`src/rtl/hdp_pkg.sv`:
```
package hdp_pkg;
  localparam int unsigned DATA_W = 32;
  localparam int unsigned SUB_W  = 5;   // log2 of pixels per word in mono mode

  function automatic logic [1:0] depth_lg(input logic [1:0] sel);
    case (sel)
      2'd0:    return 2'd0;
      2'd1:    return 2'd1;
      default: return 2'd2;
    endcase
  endfunction

  function automatic logic [DATA_W-1:0] depth_mask(input logic [1:0] lg);
    case (lg)
      2'd0:    return DATA_W'(32'h0000_00FF);
      2'd1:    return DATA_W'(32'h0000_FFFF);
      default: return '1;
    endcase
  endfunction
endpackage

```
`src/rtl/hdp_cmd_decode.sv`:
```
module hdp_cmd_decode
  import hdp_pkg::*;
#(
  parameter int unsigned COORD_W = 12,
  parameter int unsigned CNT_W   = 2*COORD_W + 4
) (
  input  logic               host_src_i,
  input  logic               mono_i,
  input  logic               fill_i,
  input  logic [1:0]         depth_sel_i,
  input  logic [COORD_W-1:0] width_m1_i,
  input  logic [COORD_W-1:0] height_m1_i,
  output logic               go_o,
  output logic [1:0]         lg_o,
  output logic [SUB_W-1:0]   per_word_m1_o,
  output logic [CNT_W-1:0]   words_o,
  output logic [CNT_W-1:0]   pix_o
);
  logic [CNT_W-1:0] w_ext, h_ext, prod, bytes_n;

  assign go_o  = host_src_i & ~fill_i;
  assign lg_o  = depth_lg(depth_sel_i);
  assign w_ext = CNT_W'(width_m1_i) + CNT_W'(1);
  assign h_ext = CNT_W'(height_m1_i) + CNT_W'(1);
  assign prod  = w_ext * h_ext;
  assign pix_o = prod;

  // mono counts one byte per pixel for the word budget
  assign bytes_n = prod << (mono_i ? 2'd0 : lg_o);
  assign words_o = (bytes_n + CNT_W'(3)) >> 2;

  always_comb begin
    if (mono_i) per_word_m1_o = SUB_W'(31);
    else case (lg_o)
      2'd0:    per_word_m1_o = SUB_W'(3);
      2'd1:    per_word_m1_o = SUB_W'(1);
      default: per_word_m1_o = SUB_W'(0);
    endcase
  end
endmodule

```
`src/rtl/hdp_counters.sv`:
```
module hdp_counters #(
  parameter int unsigned CNT_W = 28
) (
  input  logic             clk_i,
  input  logic             rst_ni,
  input  logic             load_i,
  input  logic [CNT_W-1:0] words_i,
  input  logic [CNT_W-1:0] pix_i,
  input  logic             word_take_i,
  input  logic             pix_fire_i,
  output logic             words_pend_o,
  output logic             pix_pend_o,
  output logic             pix_one_o,
  output logic             busy_o
);
  logic [CNT_W-1:0] words_left_q, pix_left_q;

  always_ff @(posedge clk_i or negedge rst_ni) begin
    if (!rst_ni) begin
      words_left_q <= '0;
      pix_left_q   <= '0;
    end else if (load_i) begin
      words_left_q <= words_i;
      pix_left_q   <= pix_i;
    end else begin
      if (word_take_i) words_left_q <= words_left_q - CNT_W'(1);
      if (pix_fire_i)  pix_left_q   <= pix_left_q - CNT_W'(1);
    end
  end

  assign words_pend_o = |words_left_q;
  assign pix_pend_o   = |pix_left_q;
  assign pix_one_o    = (pix_left_q == CNT_W'(1));
  assign busy_o       = words_pend_o | pix_pend_o;
endmodule

```
`src/rtl/hdp_unpack.sv`:
```
module hdp_unpack
  import hdp_pkg::*;
(
  input  logic              clk_i,
  input  logic              rst_ni,
  input  logic              load_i,
  input  logic [DATA_W-1:0] word_i,
  input  logic              mono_i,
  input  logic [1:0]        lg_i,
  input  logic [SUB_W-1:0]  per_word_m1_i,
  input  logic [DATA_W-1:0] fg_i,
  input  logic [DATA_W-1:0] bg_i,
  input  logic              last_pix_i,
  input  logic              pix_ready_i,
  output logic              pix_valid_o,
  output logic [DATA_W-1:0] pix_data_o,
  output logic              free_o
);
  logic [DATA_W-1:0] hold_q;
  logic              vld_q;
  logic [SUB_W-1:0]  sub_q;
  logic              fire;
  logic [4:0]        sh;
  logic [DATA_W-1:0] lane;
  logic [SUB_W-1:0]  bit_pos;

  assign fire   = vld_q & pix_ready_i;
  assign free_o = fire & ((sub_q == per_word_m1_i) | last_pix_i);

  always_ff @(posedge clk_i or negedge rst_ni) begin
    if (!rst_ni) begin
      hold_q <= '0;
      vld_q  <= 1'b0;
      sub_q  <= '0;
    end else if (load_i) begin
      hold_q <= word_i;
      vld_q  <= 1'b1;
      sub_q  <= '0;
    end else if (fire) begin
      sub_q <= sub_q + SUB_W'(1);
      if (free_o) vld_q <= 1'b0;
    end
  end

  always_comb begin
    case (lg_i)
      2'd0:    sh = {sub_q[1:0], 3'b000};
      2'd1:    sh = {sub_q[0], 4'b0000};
      default: sh = 5'd0;
    endcase
  end

  // msb-first within each byte, bytes from the low end
  assign bit_pos = {sub_q[4:3], ~sub_q[2:0]};
  assign lane    = hold_q >> sh;

  assign pix_valid_o = vld_q;
  assign pix_data_o  = depth_mask(lg_i) &
                       (mono_i ? (hold_q[bit_pos] ? fg_i : bg_i) : lane);
endmodule

```
`src/rtl/hostdata_port.sv`:
```
module hostdata_port
  import hdp_pkg::*;
#(
  parameter int unsigned COORD_W = 12
) (
  input  logic               clk_i,
  input  logic               rst_ni,
  input  logic               cmd_start_i,
  input  logic               cmd_host_src_i,
  input  logic               cmd_mono_i,
  input  logic               cmd_fill_i,
  input  logic [1:0]         depth_sel_i,
  input  logic [COORD_W-1:0] width_m1_i,
  input  logic [COORD_W-1:0] height_m1_i,
  input  logic [31:0]        fg_color_i,
  input  logic [31:0]        bg_color_i,
  input  logic               hw_valid_i,
  input  logic [31:0]        hw_data_i,
  output logic               hw_ready_o,
  output logic               pix_valid_o,
  output logic [31:0]        pix_data_o,
  output logic               pix_last_o,
  input  logic               pix_ready_i,
  output logic               busy_o,
  output logic               overrun_o
);
  localparam int unsigned CNT_W = 2*COORD_W + 4;

  logic               go, start_ok;
  logic [1:0]         lg_d, lg_q;
  logic [SUB_W-1:0]   pwm1_d, pwm1_q;
  logic [CNT_W-1:0]   words_d, pix_d;
  logic               mono_q;
  logic [DATA_W-1:0]  fg_q, bg_q;
  logic               words_pend, pix_pend, pix_one;
  logic               take, load_hold, hold_free, pix_fire, ovr_q;

  hdp_cmd_decode #(.COORD_W(COORD_W), .CNT_W(CNT_W)) u_dec (
    .host_src_i   (cmd_host_src_i),
    .mono_i       (cmd_mono_i),
    .fill_i       (cmd_fill_i),
    .depth_sel_i  (depth_sel_i),
    .width_m1_i   (width_m1_i),
    .height_m1_i  (height_m1_i),
    .go_o         (go),
    .lg_o         (lg_d),
    .per_word_m1_o(pwm1_d),
    .words_o      (words_d),
    .pix_o        (pix_d)
  );

  assign start_ok = cmd_start_i & go & ~busy_o;

  always_ff @(posedge clk_i or negedge rst_ni) begin
    if (!rst_ni) begin
      mono_q <= 1'b0;
      lg_q   <= '0;
      pwm1_q <= '0;
      fg_q   <= '0;
      bg_q   <= '0;
    end else if (start_ok) begin
      mono_q <= cmd_mono_i;
      lg_q   <= lg_d;
      pwm1_q <= pwm1_d;
      fg_q   <= fg_color_i;
      bg_q   <= bg_color_i;
    end
  end

  hdp_counters #(.CNT_W(CNT_W)) u_cnt (
    .clk_i       (clk_i),
    .rst_ni      (rst_ni),
    .load_i      (start_ok),
    .words_i     (words_d),
    .pix_i       (pix_d),
    .word_take_i (take),
    .pix_fire_i  (pix_fire),
    .words_pend_o(words_pend),
    .pix_pend_o  (pix_pend),
    .pix_one_o   (pix_one),
    .busy_o      (busy_o)
  );

  // idle: swallow; busy: accept when the holding word is empty or leaving
  assign hw_ready_o = ~busy_o | (words_pend & (~pix_valid_o | hold_free));
  assign take       = hw_valid_i & hw_ready_o & busy_o;
  assign pix_fire   = pix_valid_o & pix_ready_i;
  // a word arriving after the final pixel is counted but dropped
  assign load_hold  = take & pix_pend & ~(pix_fire & pix_one);

  hdp_unpack u_unp (
    .clk_i        (clk_i),
    .rst_ni       (rst_ni),
    .load_i       (load_hold),
    .word_i       (hw_data_i),
    .mono_i       (mono_q),
    .lg_i         (lg_q),
    .per_word_m1_i(pwm1_q),
    .fg_i         (fg_q),
    .bg_i         (bg_q),
    .last_pix_i   (pix_one),
    .pix_ready_i  (pix_ready_i),
    .pix_valid_o  (pix_valid_o),
    .pix_data_o   (pix_data_o),
    .free_o       (hold_free)
  );

  assign pix_last_o = pix_valid_o & pix_one;

  always_ff @(posedge clk_i or negedge rst_ni) begin
    if (!rst_ni) ovr_q <= 1'b0;
    else         ovr_q <= hw_valid_i & hw_ready_o & ~busy_o;
  end
  assign overrun_o = ovr_q;
endmodule

```
`config.mk`:
```
export PLATFORM = sky130hd
export DESIGN_NAME = hostdata_port
export DESIGN_NICKNAME = d
export VERILOG_FILES = /design/src/rtl/hdp_pkg.sv /design/src/rtl/hdp_cmd_decode.sv /design/src/rtl/hdp_counters.sv /design/src/rtl/hdp_unpack.sv /design/src/rtl/hostdata_port.sv
export SDC_FILE = /design/constraint.sdc
export NUM_CORES = 1
export LEC_CHECK = 0
export ABC_CLOCK_PERIOD_IN_PS = 8750
export BUFFER_PORTS_ARGS = -buffer_cell sky130_fd_sc_hd__buf_2
export CAP_MARGIN = 20
export CORE_MARGIN = 8
export CORE_UTILIZATION = 60
export DETAILED_ROUTE_END_ITERATION = 10
export GPL_TIMING_DRIVEN = 0
export HOLD_SLACK_MARGIN = 0.08
export PLACE_DENSITY = 0.81
export REMOVE_ABC_BUFFERS = 1
export SLEW_MARGIN = 30
export SYNTH_ARGS = -nofsm -noshare
export SYNTH_HDL_FRONTEND = slang
export SYNTH_SLANG_ARGS = --single-unit
export TNS_END_PERCENT = 100
```
`constraint.sdc`:
```
create_clock -name clk_i -period 8.75 [get_ports clk_i]
set_input_delay 0.875 -clock clk_i [delete_from_list [all_inputs] [get_ports clk_i]]
set_output_delay 0.875 -clock clk_i [all_outputs]
set_load 0.02 [all_outputs]
```
Word-level counts from Yosys, hierarchy flattened
Cells that the tools add are included.
{ "totals": {"wordCells": 78, "reg_bits": 167} }
{ "classes": {"n_addsub": 6, "mul": 1, "n_mux": 19, "n_bitwise": 23, "n_reduce_logical": 10, "shifts": 2, "magnitude_cmp": 1, "n_eq_ne": 5} }
{ "ops": {"columns": ["operator", "n"], "rows": [
  ["$mux W28", 4],
  ["$mux W32", 2],
  ["$pmux W32 S2", 1],
  ["$reduce_or A28 Y1", 2],
  ["$sub A28 B1 Y28 const B", 2],
  ["$and A32 B32 Y32", 1],
  ["$shr A32 B5 Y32", 1],
  ["$add A28 B2 Y28 const B", 1],
  ["$eq A28 B1 Y1 const B", 1],
  ["$mul A28 B28 Y28", 1],
  ["$shl A28 B2 Y28", 1],
  ["$add A12 B1 Y13 const B", 2],
  ["$mux W5", 3],
  ["$and A1 B1 Y1", 13],
  ["$pmux W5 S2", 1],
  ["$pmux W2 S2", 2],
  ["$reduce_bool A2 Y1", 4],
  ["$eq A2 B1 Y1 const B", 3],
  ["$logic_not A2 Y1", 3],
  ["$lt A5 B6 Y1 const B", 1],
  ["$add A5 B1 Y5 const B", 1],
  ["$bmux W1 S5", 1],
  ["$eq A5 B5 Y1", 1],
  ["$mux W1", 4],
  ["other kinds (5)", 11]
]} }

Depth between registers and ports, before layout
Gate-level depths: netlist (run 1).
{ "depth": {"depth_word": 12, "depth_mapped": 30} }

By module
From an unflattened synthesis (run 1), not the netlist that was laid out.
{ "hier_totals": {"hier_cells": 1844, "hier_area_um2": 17131.4} }
{ "modules_own_cells": {"columns": ["mod", "seq_area_each_um2", "instances", "area_per_inst_um2", "cells_each"], "rows": [
  ["hdp_cmd_decode", 0.0, 1, 7714.9, 1001],
  ["hdp_counters", 1401.3, 1, 3275.6, 365],
  ["hostdata_port", 1826.8, 1, 3134.3, 165],
  ["hdp_unpack", 950.9, 1, 3006.6, 313]
]} }

Least setup slack after synthesis (run 1)
No wires, ideal clock.
{ "synth_path": {"kind": "input to register", "from": "in width_m1_i[4]", "to": "reg u_cnt.words_left_q[25]", "required_time_ns": 8.600, "t_arrival_ns": 7.302, "stages": 27, "setup_slack_ns": 1.298, "cell_sequence": "and3_1 -> and3_1 -> nand3_1 -> nor2_1 -> xor2_1 -> clkbuf_1 -> nand2_1 -> fa_1 -> fa_1 -> inv_1 -> fa_1 -> fa_1 -> inv_1 -> fa_1 -> inv_1 -> ha_1 -> clkbuf_1 -> nand4_1 -> a2111oi_4 -> or3_1 -> o2111ai_1 -> a311oi_1 -> xor2_1 -> o221ai_1 -> nor4_4 -> xnor2_1 -> a21oi_2"} }
{ "synth_via": {"elab_chain_len": 5} }
{ "synth_lines": {"columns": ["element", "line_no", "text"], "rows": [
  ["start: declaration", "hostdata_port.sv:13", "input logic [COORD_W-1:0] width_m1_i,"],
  ["$add A12 B1 Y13", "hdp_cmd_decode.sv:23", "assign w_ext = CNT_W'(width_m1_i) + CNT_W'(1);"],
  ["$mul A28 B28 Y28", "hdp_cmd_decode.sv:25", "assign prod = w_ext * h_ext;"],
  ["$shl A28 B2 Y28", "hdp_cmd_decode.sv:29", "assign bytes_n = prod << (mono_i ? 2'd0 : lg_o);"],
  ["$add A28 B2 Y28", "hdp_cmd_decode.sv:30", "assign words_o = (bytes_n + CNT_W'(3)) >> 2;"],
  ["$mux W28", "hdp_counters.sv:22", "end else if (load_i) begin"],
  ["end signal: assignment", "hdp_counters.sv:23", "words_left_q <= words_i;"],
  ["end signal: assignment", "hdp_counters.sv:26", "if (word_take_i) words_left_q <= words_left_q - CNT_W'(1);"],
  ["end: declaration", "hdp_counters.sv:16", "logic [CNT_W-1:0] words_left_q, pix_left_q;"]
]} }
Every way passes these cells.
A chain may end at the register's enable or synchronous reset.

Worst setup path in the final report (run 1)
{ "layout_path": {"from": "in width_m1_i[0]", "to": "reg u_cnt.words_left_q[24]"} }
Same word-level chain as after synthesis.

==> metrics.cfg, run 1 <==
[floorplan]
die_x_microns=180.0
core_area_sq_um=26650
floorplan.io_pins=167
core.rowCount=60
die_h_microns=180.0
initial_core_util_pct=60.54
dieArea_sq_um=32390

[timing]
whs_ns=0.3972
max_clock_freq_mhz=119.9
timing_worst_slew_pin_value_ns=0.9819
rsz0062_at_grt=no
finalClockSkew_ns=0.01429
timing.final.hold_violations=0
period_share_pct=95.35
fin_setup_tns_ns=0
setup-violations-final=0
max_slew_margin_pct=34.07
final_period_minus_worst_setup_slack_ns=8.343
drv_slew=0

[cts]
numClockSinks=164
post_cts.repair.setup_buffers=0
cts_hold_repair.buffers=0
h-tree-depth=4
cts-buffers-inserted=17
clock_slew_seen_by_the_registers_of_the_worst_setup_and_hold_paths_ns=0.08
cts_tree=yes
cts-root-to-sink-buffers=2
cts-resized-gates=0
insertion_delay_ns=0.44
cts_root_buffer=clkbuf_16

[drt]
detailroute.via_count=14268
final_routed_wirelength_microns=43620
avgViaCountPerCell=6.036
routedWlPerCell_microns=18.45
drt_drc_violations_left=0
first_pass_iters=7
dr.first_iter.drc_count=1263
drt.antenna.violating_nets=0

[synth]
yosys.cell_count.top_type=nand2_1
synth_enable_flop_cells=0
syn-mean-instance-area_sq_um=8.550
netlist.top_cell.by_area=dfrtp_1
synth_seq_area_share_pct=25.44
synth.top_cell.area_share_pct=25.44
yosys_warnings=0
synth.lib_cells_used.distinct=90
yosys-top-cells-area=dfrtp_1, fa_1, nand2_1
synth-async-reset-ratio_pct=100.0
syn_inst=1887
dominantRegCellSynth=dfrtp_1
synthesis_stage_register_bit_count=164
post_synth_most_frequent_cells=nand2_1, inv_1, dfrtp_1, nor2_1, fa_1
syn-cell-area_sq_um=16130

[placed_design]
dp.cells=2331
gp_congestion=0.9224
dp_hpwl_microns=33700
portBuffers=166

[setup_path]
crit_type=in2reg
crit_required_ns=9.04
cp_launch_point=width_m1_i[0]
cp-end-kind=flop
rr_startpoint=u_cnt.pix_left_q[10]
path_max_fanout=15
worstPathArrival_ns=8.63
kind_of_start_point_of_the_critical_path=primary input

[global_route]
grt_max_degree=85
grt_overflow=0
first_global_vias=14650
grt_pass1_wl_microns=73050
grt_use_total_pct=27.29
antenna_violations_before_repair=2

[pwr]
ir_worst_vdd_mv=0.3806
report.power.total_w=0.006924
power.density_nw_per_um2=383.2
power.static_leakage_nw=9.019

[cells_and_area]
final_net_count=2344
layout.cells.non_filler=2364
drive_above_1_share_pct=16.47
final_core_util_pct=67.79
flow.area_growth_from_synthesis_pct=11.97

[worst_hold_path]
hold_path_class=in2async

[job]
maxCapViolations=0

[run_status]
run_status=completed

-- final timing paths --
check / slack (ns) / cells past startpoint / to
worst max-delay path: 0.41 / 27 / u_cnt.words_left_q[24]
worst min-delay path: 0.40 / 1 / bg_q[23]
worst max register to register: 4.41 / 11 / u_cnt.words_left_q[6]
worst min register to register: 0.47 / 2 / fg_q[8]
max in group asynchronous: 7.49 / 2 / u_cnt.words_left_q[17]
min in group clk_i: 0.47 / 2 / fg_q[8]
-- layout make-up --
type	instances	area, sq um
Sequential cell	164	4105
Tap cell	341	426.7
Clock inverter	14	197.7
Fill cell	2081	8584
Inverter	179	671.9
Antenna cell	1	2.502
Timing Repair Buffer	183	1086
Multi-Input combinational cell	1464	11150
Clock buffer	18	429.2
-- metal layers --
metal  vias up  GRT usage (%)  wire (microns)  part of all wire [%]
met5         -              0               0                     0
met4         0          11.57            1539                   3.5
met2       672          47.65           21870                    50
met3       128          4.274            3190                   7.3
met1      6956          33.19           17020                    39
li1       6512              -               -                     -
-- state kept, by name (all words and copies together) (netlist names) --
register / flops
bg_q: 32
fg_q: 32
u_unp.hold_q: 32
u_cnt.pix_left_q: 28
u_cnt.words_left_q: 28
u_unp.sub_q: 5
pwm1_q: 3
lg_q: 2
overrun_o: 1
u_unp.pix_valid_o: 1
-- critical path, stage by stage --
cell	delay, ns
buf_2	0.28
ha_1	0.34
nand3_1	0.28
nor2_1	0.34
xor2_4	0.22
and2_1	0.24
fa_1	0.54
inv_1	0.05
fa_1	0.47
inv_1	0.05
fa_1	0.50
fa_1	0.55
inv_1	0.05
fa_1	0.49
inv_1	0.04
ha_1	0.41
a21oi_1	0.13
and2_1	0.17
a211oi_2	0.33
o21ai_0	0.13
a221oi_1	0.56
o21ai_0	0.24
a21oi_1	0.34
nand4b_2	0.25
nor3_1	0.23
xor2_1	0.37
a21oi_1	0.12
-- layout by cell type, fill, tap and decap left out, types with 6 or more instances in the layout --
cell         n
nor2_1     163
inv_1      179
mux2i_1     37
and3_1      12
nand4_1      9
clkbuf_16   17
fa_1       122
xor2_1      52
dfrtp_1    163
ha_1        83
or4_1        7
o211a_1     12
nor2b_1     15
a22oi_1     12
nand2b_1    17
nand3_1     29
buf_2      165
nor4_1      12
a221oi_1     6
buf_6        8
a211oi_1    25
a21o_1       7
o211ai_1     7
mux2_2      49
nand2_1    386
a21oi_1    112
nor3_1      30
and2_1      28
or2_2        7
o21ai_0     44
mux4_2      10
xnor2_1     41
o21a_1       8
xnor2_2      7
or3_1       13
-- stage by stage --
| stage | setup slack [ns] | area (sq um) |
|---|---|---|
| 2_1_floorplan | 1.127 | 15790 |
| 3_3_place_gp | -0.1102 | 17040 |
| 3_5_place_dp | -0.1630 | 17390 |
| 4_1_cts | 0.2616 | 18010 |
| 5_1_grt | 0.04162 | 18070 |
| 6_report | 0.4069 | 18070 |
-- cell families after synthesis --
kind of cell,after synthesis,share of synthesized area [%]
simple gates,764,21.58
compound gates,292,12.08
flops,164,25.44
xor+xnor,104,5.692
buf+inv,259,6.320
fa+ha+maj,205,21.57
mux,99,7.313
-- report_power, final --
group / internal, W / total (W) / switching, W
Combinational: 0.00191 / 0.00497 / 0.00306
Sequential: 0.000933 / 0.00116 / 0.000223
Clock: 0.000459 / 0.000801 / 0.000342
(Power assumes the default switching activity.)
==> inputs of run 2 (changes only) <==
Settings changed: REMOVE_ABC_BUFFERS 1 to default.
==> metrics.cfg, run 2 (same netlist as run 1, synthesis figures left out) <==
[timing]
drv_slew=0
timing.final.hold_violations=0
max_clock_freq_mhz=119.3
setup_slack_of_the_critical_path_after_layout_ns=0.3672
final_period_minus_worst_setup_slack_ns=8.383
finalClockSkew_ns=0.02028
timing_worst_slew_pin_value_ns=1.010
setup-violations-final=0
period_share_pct=95.80
max_slew_margin_pct=32.18

[cts]
cts_tree=yes
insertion_delay_ns=0.43
cts-resized-gates=0
cts_hold_repair.buffers=0
clock_slew_seen_by_the_registers_of_the_worst_setup_and_hold_paths_ns=0.08
numClockSinks=164
cts-root-to-sink-buffers=2
post_cts.repair.setup_buffers=0
h-tree-depth=4
cts-buffers-inserted=17
cts_root_buffer=clkbuf_16

[setup_path]
path_max_fanout=10
r2r_setup_slack_ns=4.98
crit_required_ns=9.04
worstPathArrival_ns=8.67
cp-end-kind=flop
crit_type=in2reg
kind_of_start_point_of_the_critical_path=primary input

[floorplan]
die_h_microns=180.0
dieArea_sq_um=32390
initial_core_util_pct=60.54
die_x_microns=180.0
core_area_sq_um=26650
floorplan.io_pins=167
core.rowCount=60

[drt]
drt.antenna.violating_nets=0
first_pass_iters=5
dr.first_iter.drc_count=1596
routedWlPerCell_microns=20.21
final_routed_wirelength_microns=49040
drt_drc_violations_left=0
detailroute.via_count=14485
avgViaCountPerCell=5.971

[pwr]
power.density_nw_per_um2=390.9
ir_worst_vdd_mv=0.3594
report.power.total_w=0.007093
power.static_leakage_nw=9.058

[placed_design]
place_ws_ns=-0.1787
portBuffers=166
gp_congestion=0.9832
dp_hpwl_microns=39000
dp.cells=2395

[cells_and_area]
num-fill-cells=2177
drive_above_1_share_pct=16.35
layout.cells.non_filler=2426
area_used_by_sequential_logic_in_the_layout_sq_um=4104
final_net_count=2407
flow.area_growth_from_synthesis_pct=12.47
layout_commonest_cell=nand2_1
layout.cells.most_common_list=nand2_1, buf_2, inv_1
largest_registers=bg_q x32, fg_q x32, u_unp.hold_q x32
antenna_diode_count=0
multi_input_comb_area_sq_um=11130

[job]
maxCapViolations=0

[global_route]
grt_use_total_pct=30.30
grt_overflow=0
grt_pass1_wl_microns=78540
first_global_vias=14651
antenna_violations_before_repair=0
grt_max_degree=84

[worst_hold_path]
hold_path_class=in2async

[run_status]
run_status=completed

[synth]
number_of_nets_produced_by_synthesis=2222

[run 2: changes by cell type in the layout (fill, tap and decap cells not counted), sizes merged]
cell    previous run  this run
clkinv             6         5
buf              183       195
bufinv             3         2
inv              183       184
clkbuf            18        70
diode              1         0
[run 2: final cells by class]
type	count	area share [%]
multi-input cells	1464	61.33
flip-flops and latches	164	22.62
repair buffers	167	4.785
inverters	179	3.703
clock buffers	19	2.386
well taps	341	2.351
plain buffers	79	1.910
clock inverters	13	0.9239
[run 2: where the power goes]
group	total (W)	switching, W	internal (W)
clock	0.000781	0.000349	0.000432
sequential	0.00114	0.000204	0.000933
combinational	0.00517	0.00329	0.00189
[run 2: path summary, 6_finish.rpt]
check | startpoint | endpoint | cells after the start
worst max-delay path | height_m1_i[0] | u_cnt.words_left_q[24] | 28
worst min-delay path | rst_ni | u_unp.hold_q[24] | 1
worst max register to register | u_cnt.words_left_q[8] | pwm1_q[3] | 10
worst min register to register | fg_q[9] | fg_q[9] | 2
max in group asynchronous | rst_ni | lg_q[1] | 2
min in group clk_i | fg_q[9] | fg_q[9] | 2
[run 2: through the flow]
| stage | cell area [sq um] | util, % | setup TNS [ns] | hold slack (ns) |
|---|---|---|---|---|
| after floorplan | 16130 | - | 0 | 0.4331 |
| after global placement | 17390 | 65.26 | -0.6607 | 0.4429 |
| final | 18150 | 68.09 | 0 | 0.4090 |
| after global routing | 18150 | 68.09 | -0.007287 | 0.4680 |
| after CTS | 18060 | 67.77 | 0 | 0.4502 |
| after detailed placement | 17460 | 65.52 | -0.3360 | 0.4557 |
[run 2: per-layer routing]
metal / global-route usage, % / up-vias / share of wire (%)
li1: - / 6634 / -
met1: 38.81 / 7029 / 40
met2: 49.30 / 713 / 47
met3: 6.472 / 109 / 9.2
met4: 12.77 / 0 / 3.7
met5: 0 / - / 0
[run 2: worst max-delay path: stages]
cell and delay, ns:
buf_2 0.20, ha_1 0.27, and3_1 0.19, clkbuf_1 0.22
xor2_1 0.53, clkbuf_2 0.39, nand2_1 0.11, fa_1 0.48
inv_1 0.05, fa_1 0.48, fa_1 0.52, fa_1 0.49
inv_1 0.05, fa_1 0.47, inv_1 0.04, ha_1 0.25
clkbuf_1 0.21, a21oi_1 0.26, o21ai_0 0.23, a221o_1 0.39
a21oi_1 0.32, mux2_2 0.40, a221oi_1 0.33, a21o_1 0.18
nand4b_2 0.21, nor3_1 0.08, xor2_1 0.31, a21oi_1 0.12
==> inputs of run 3 (changes only) <==
Settings changed: ABC_AREA from default to 1, CORE_ASPECT_RATIO from default to 1.25.
==> metrics.cfg, run 3 <==
[run_status]
run_status=completed

[cts]
insertion_delay_ns=0.45
cts-root-to-sink-buffers=2
numClockSinks=164
post_cts.repair.setup_buffers=0
cts_tree=yes
cts_root_buffer=clkbuf_16
clock_slew_seen_by_the_registers_of_the_worst_setup_and_hold_paths_ns=0.08
cts-buffers-inserted=17
h-tree-depth=4

[setup_path]
kind_of_start_point_of_the_critical_path=primary input
r2r.worst_path.cells=14
critical_path.reg2reg.endpoint=fg_q[2]
timing.critical_path.mode_cell=inv_1
crit_required_ns=9.06
crit_buf_inv=10
r2r_setup_slack_ns=5.49
crit_type=in2reg
worstPathArrival_ns=8.16
path_max_fanout=10
cp_slowest_cell=fa_1
critical_path.max_stage_delay_ns=0.54
path_delay_family=simple AND/OR/NAND/NOR gates
rr_startpoint=u_cnt.pix_left_q[0]
cp-end-kind=flop

[timing]
drv_slew=0
timing.final.hold_violations=0
max_slew_margin_pct=35.75
timing_worst_slew_pin_value_ns=0.9569
fin_setup_tns_ns=0
period_share_pct=89.80
finalClockSkew_ns=0.01752
final_period_minus_worst_setup_slack_ns=7.857
max_clock_freq_mhz=127.3
setup-violations-final=0
rsz0062_at_grt=no

[synth]
syn_inst=2576
yosys-top-cells-area=dfrtp_1, nand2_1, fa_1
synth_enable_flop_cells=0
number_of_nets_produced_by_synthesis=2911
syn-mean-instance-area_sq_um=6.854
synth_seq_area_share_pct=23.24
synth.lib_cells_used.distinct=60
dominantRegCellSynth=dfrtp_1
synth.top_cell.area_share_pct=23.24
yosys.cell_count.top_type=nand2_1
yosys_warnings=0
syn-cell-area_sq_um=17660
synth-async-reset-ratio_pct=100.0
post_synth_most_frequent_cells=nand2_1, inv_1, nor2_1
synthesis_stage_register_bit_count=164
netlist.top_cell.by_area=dfrtp_1

[global_route]
first_global_vias=17662
antenna_violations_before_repair=0
grt_overflow=0
grt_use_total_pct=32.61
grt_max_degree=86
grt_pass1_wl_microns=90980

[pwr]
ir_worst_vdd_mv=0.2751
power.static_leakage_nw=10.60
power.density_nw_per_um2=370.0

[cells_and_area]
num-fill-cells=2656
final_core_util_pct=67.53
layout.cells.most_common_list=nand2_1, inv_1, nor2_1
layout_commonest_cell=nand2_1
final_net_count=3097
drive_above_1_share_pct=12.94
antenna_diode_count=0
largest_registers=bg_q x32, fg_q x32, u_unp.hold_q x32
flow.area_growth_from_synthesis_pct=11.22

[floorplan]
core.rowCount=70
core_area_sq_um=29080
dieArea_sq_um=35210
initial_core_util_pct=60.72
die_x_microns=169.4
floorplan.io_pins=167
die_h_microns=207.8

[drt]
routedWlPerCell_microns=17.97
avgViaCountPerCell=5.612
drt.antenna.violating_nets=0
first_pass_iters=6
drt_drc_violations_left=0
final_routed_wirelength_microns=56990
detailroute.via_count=17797
dr.first_iter.drc_count=1699

[job]
maxCapViolations=0

[placed_design]
gp_congestion=1.007
portBuffers=165
dp_hpwl_microns=45760

[worst_hold_path]
hold_path_class=in2async

[run 3: cell type report]
class	instances	area [sq um]	area share, %
Buffer	83	427.9	2.179
Clock buffer	18	429.2	2.185
Clock inverter	14	166.4	0.8474
Inverter	429	1619	8.245
Multi-Input combinational cell	1900	11520	58.69
Sequential cell	164	4104	20.90
Tap cell	396	495.5	2.523
Timing Repair Buffer	167	870.8	4.435
[run 3: through the flow]
stage               power [W]  setup WS (ns)  instance area [sq um]  std cells  hold slack [ns]
floorplan            0.004972          1.836                  17660       2576           0.4436
finish               0.007265         0.8925                  19640       3171           0.4195
global placement     0.006319         0.1915                  18980       3137           0.4568
detailed placement   0.006402         0.2520                  19030       3139           0.4601
global route         0.007995         0.2513                  19640       3171           0.4666
CTS                  0.007183         0.6991                  19630       3171           0.4330
[run 3: worst max-delay path by stage]
stage                             endpoint          start  slack [ns]  depth (start not counted)
finish              u_cnt.words_left_q[17]  width_m1_i[0]        0.89                         38
CTS                 u_cnt.words_left_q[25]  width_m1_i[0]        0.70                         40
global placement    u_cnt.words_left_q[25]  width_m1_i[0]        0.19                         35
floorplan           u_cnt.words_left_q[19]  width_m1_i[0]        1.84                         38
detailed placement  u_cnt.words_left_q[25]  width_m1_i[0]        0.25                         40
global route        u_cnt.words_left_q[19]  width_m1_i[0]        0.25                         40
[run 3: logic make-up (layout without fill, tap and decap cells)]
kind of cell               Yosys count  count (layout)  share of synthesized area [%]
AOI/OAI and AO/OA                  289             289                          9.864
xor gates and xnor gates            48              48                          2.381
adders and majority gates          205             205                          19.71
buffers and inverters              512             711                          11.59
DFF                                164             164                          23.24
muxes                                2               2                         0.1134
and+or+nand+nor                   1356            1356                          33.09
[run 3: per-layer routing]
metal	routed length, microns	global-route usage (%)
met1	21780	38.68
met2	28110	56.42
met3	4055	4.528
met4	3044	16.94
met5	0	0
[run 3: worst register-to-register path, delay by kind of cell, from the launching register on]
kind                       cells  cell delay, ns
DFF                            1            0.41
buffers and inverters          5            1.18
and+or+nand+nor                8            1.42
adders and majority gates      1            0.18
[run 3: what timing repair did]
| item | CTS | global route |
|---|---|---|
| gates resized for setup | 0 | 1 |
| hold buffers | 0 | 0 |
| endpoints found under the setup margin | 0 | 1 |
[run 3: power by group]
group	leakage (nW)	internal, W	switching [W]
registers	2.12	0.000907	0.000133
clock network	0.285	0.000385	0.000371
logic	8.20	0.00169	0.00378
total	10.6	0.00298	0.00429
